<file path="config.mk">
export PLATFORM = sky130hd
export DESIGN_NAME = buf_arbiter
export DESIGN_NICKNAME = d
export VERILOG_FILES = /design/src/rtl/buf_arbiter.sv
export SDC_FILE = /design/constraint.sdc
export NUM_CORES = 1
export LEC_CHECK = 0
export ABC_AREA = 0
export CAP_MARGIN = 15
export CORE_AREA = 8 8 45 47
export CTS_CLUSTER_DIAMETER = 80
export DETAILED_ROUTE_END_ITERATION = 16
export DIE_AREA = 0 0 53 55
export DONT_BUFFER_PORTS = 1
export PLACE_DENSITY_LB_ADDON = 0.3
export SLEW_MARGIN = 0
export SYNTH_ARGS = -nofsm -noshare
export SYNTH_HDL_FRONTEND = slang
export SYNTH_SLANG_ARGS = --single-unit
</file>
<file path="constraint.sdc">
create_clock -name clk -period 1.9 [get_ports clk]
set_input_delay 0.19 -clock clk [delete_from_list [all_inputs] [get_ports clk]]
set_output_delay 0.19 -clock clk [all_outputs]
set_load 0.005 [all_outputs]
</file>
<file path="src/rtl/buf_arbiter.sv">
module buf_arbiter (
  input  logic       clk,
  input  logic       rst,
  input  logic       req_cpu,
  input  logic       req_usb,
  input  logic       req_cop,
  output logic       gnt_cpu,
  output logic       gnt_usb,
  output logic       gnt_cop,
  output logic [1:0] owner
);
  localparam logic [1:0] OWN_FREE = 2'd0;
  localparam logic [1:0] OWN_CPU  = 2'd1;
  localparam logic [1:0] OWN_USB  = 2'd2;
  localparam logic [1:0] OWN_COP  = 2'd3;

  logic [1:0] owner_q, owner_d;
  logic       still_held;

  always_comb begin
    case (owner_q)
      OWN_CPU: still_held = req_cpu;
      OWN_USB: still_held = req_usb;
      OWN_COP: still_held = req_cop;
      default: still_held = 1'b0;
    endcase
  end

  always_comb begin
    owner_d = owner_q;
    if (owner_q == OWN_FREE) begin
      if (req_cpu)      owner_d = OWN_CPU;
      else if (req_usb) owner_d = OWN_USB;
      else if (req_cop) owner_d = OWN_COP;
    end else if (!still_held) begin
      owner_d = OWN_FREE;
    end
  end

  always_ff @(posedge clk) begin
    if (rst) owner_q <= OWN_FREE;
    else     owner_q <= owner_d;
  end

  assign owner   = owner_q;
  assign gnt_cpu = (owner_q == OWN_CPU);
  assign gnt_usb = (owner_q == OWN_USB);
  assign gnt_cop = (owner_q == OWN_COP);
endmodule


</file>
==> flow_metrics.env <==
export IMPL_status="completed"
export IMPL_endpoint_kind="output pin"
export IMPL_grt_usage=0.03817
export IMPL_synthAdderAreaFrac=0
export IMPL_tightest_slew_ns=0.2471
export IMPL_switchingPower_mw=0.03437
export IMPL_row_count=14
export IMPL_clk_pin_slew_ns=0.03
export IMPL_max_freq_ghz=0.9108
export IMPL_p_leak_nw=0.05628
export IMPL_grt_max_degree=8
export IMPL_worstHoldStart="rst"
export IMPL_crit_type="reg2out"
export IMPL_pwr_share_clk=0.573
export IMPL_gr_total_overflow=0
export IMPL_synth_area_um2=115.1
export IMPL_drcViolationCount=0
export IMPL_min_path_cells=1
export IMPL_hp_class="in2reg"
export IMPL_r2r_cells=2
export IMPL_dp_slack_ns=0.8938
export IMPL_synth_top_family_by_area="simple AND/OR/NAND/NOR gates"
export IMPL_comb_power_share=0.097
export IMPL_postRouteAntennaNets=0
export IMPL_die_height_um=55
export IMPL_post_cts_resized=0
export IMPL_synth_compound_area_share=0.2283
export IMPL_worstPathArrival_ns=0.91
export IMPL_required_ns=1.71
export IMPL_clockBufferDepth=2
export IMPL_initial_core_util=0.08318
export IMPL_worstHoldEndpoint="owner[0]"
export IMPL_peakVddDrop_uv=78.33
export IMPL_root_buffer="clkbuf_4"
export IMPL_finish_instance_area_um2=157.7
export IMPL_cp_max_fo=5
export IMPL_clock_sinks=2
export IMPL_hold_viol=0
export IMPL_synthMuxAreaShare=0.08696
export IMPL_die_width_um=53
export IMPL_hold_buffers=0
export IMPL_p_sw_frac=0.2180
export IMPL_place_inst=30
export IMPL_cap_violations=0
export IMPL_drt_total_wl_um=429
export IMPL_largest_reg_flops=2
export IMPL_rsz0062_at_grt="false"
export IMPL_wl_per_cell_um=13.00
export IMPL_finalSetupViolations=0
export IMPL_fin_nets=24
export IMPL_fin_tns_setup_ns=0
export IMPL_internal_power_mw=0.1233
export IMPL_final_util=0.1139
export IMPL_power_density_mw_per_mm2=1000
export IMPL_power_frac_seq=0.330
export IMPL_insertion_delay_ns=0.22
export IMPL_dr_pass1_iters=4
export IMPL_cp_start_kind="flip-flop"
export IMPL_synth_xor_area_frac=0
export IMPL_vias=121
export IMPL_fill_cells=157
export IMPL_worst_slack_ns=0.8021
export IMPL_dieArea_mm2=0.002915
export IMPL_ys_seq_area_frac=0.3478
export IMPL_synthDistinctLibCells=12
export IMPL_syn_inst=14
export IMPL_cts_tree="done"
export IMPL_layout_min_cycle_time_ns=1.098
export IMPL_initialDrtViolationCount=3
export IMPL_reg2reg_slack_ns=0.92
export IMPL_maxSlewHeadroom=0.8351
export IMPL_placed_area_um2=135.1
export IMPL_io_pins=10
export IMPL_syn_num_nets=19
export IMPL_vias_per_cell=3.667
export IMPL_fin_skew_ns=0.0008526
export IMPL_antenna_found_initial=0
export IMPL_area_growth_pct=36.96
export IMPL_diodes=0
export IMPL_yosys_area_share_simple=0.3043
export IMPL_avgSynthCellArea_um2=8.222
export IMPL_post_route_period_util=0.5778
export IMPL_slew_violations=0
export IMPL_cts_setup_buffers=0
export IMPL_htree_num_levels=1
export IMPL_gp_congestion=0.6515
export IMPL_yosys_warnings=0
export IMPL_p_total_mw=0.1577
export IMPL_coreArea_mm2=0.001384
export IMPL_whs_ns=0.04863
export IMPL_rr_startpoint="owner[0]"
export IMPL_drive_gt1_frac=0.2353
export IMPL_port_buffers=0
export IMPL_critical_path_reg2reg_endpoint="owner[1]"
export IMPL_grt_pass1_wl_um=634
export IMPL_final_cells=33
export IMPL_numCtsBuffers=3
export IMPL_synth_seq_cells=2
export IMPL_grt_pass1_vias=143
-- Yosys cell counts --
cell,number,area [um2]
a21oi_1,2,10.01
and2_2,1,7.510
dfxtp_1,2,40.04
inv_1,1,3.750
mux2i_1,1,10.01
nand2_1,1,3.750
nor2_1,1,3.750
nor2b_1,1,6.260
nor3b_1,1,7.510
o21bai_1,1,7.510
o32ai_1,1,8.760
or3_1,1,6.260
-- worst max-delay path, stage by stage, from the launching register on --
cell and delay (ns):
dfxtp_1 0.39, inv_1 0.09, nor2_1 0.21
-- worst max path at each step --
stage	startpoint	end	slack (ns)
after floorplan	owner[0]	owner[1]	1.0
final	owner[1]	gnt_usb	0.80
after global placement	owner[0]	owner[1]	0.97
after CTS	owner[1]	gnt_usb	0.80
after detailed placement	owner[0]	owner[1]	0.89
after global routing	owner[1]	gnt_usb	0.74
-- layout make-up --
type | instances | area, um2 | area share
clock buffer | 3 | 22.52 | 0.1429
inverter | 1 | 3.754 | 0.02381
multi-input combinational | 11 | 71.32 | 0.4524
sequential | 2 | 40.04 | 0.2540
tap | 16 | 20.02 | 0.1270
-- cell families after synthesis --
| family | count (synthesis) |
|---|---|
| AND/OR/NAND/NOR | 6 |
| multiplexers | 1 |
| buffers and inverters | 1 |
| flip-flops | 2 |
| AO/OA/AOI/OAI | 4 |
-- routing by layer --
| metal | part of all wire | track usage |
|---|---|---|
| met1 | 0.24 | 0.02266 |
| met2 | 0.31 | 0.03125 |
| met3 | 0.44 | 0.06952 |
| met4 | 0 | 0.05603 |
| met5 | 0 | 0 |
-- power by group through the flow --
stage | combinational (mW) | clock (mW) | sequential (mW)
after detailed placement | 0.0155 | 0 | 0.0528
final | 0.0152 | 0.0904 | 0.0520
after CTS | 0.0155 | 0.0968 | 0.0523
after floorplan | 0.0127 | 0 | 0.0510
after global routing | 0.0175 | 0.0974 | 0.0531
after global placement | 0.0144 | 0 | 0.0520
-- layout by cell type, fill, tap and decap left out --
| cell type | n |
|---|---|
| nor3b_1 | 1 |
| nor2_1 | 1 |
| o21bai_1 | 1 |
| inv_1 | 1 |
| and2_2 | 1 |
| or3_1 | 1 |
| nand2_1 | 1 |
| clkbuf_4 | 3 |
| a21oi_1 | 2 |
| nor2b_1 | 1 |
| o32ai_1 | 1 |
| dfxtp_1 | 2 |
| mux2i_1 | 1 |
Note: power is estimated with default switching activity, not from simulation.
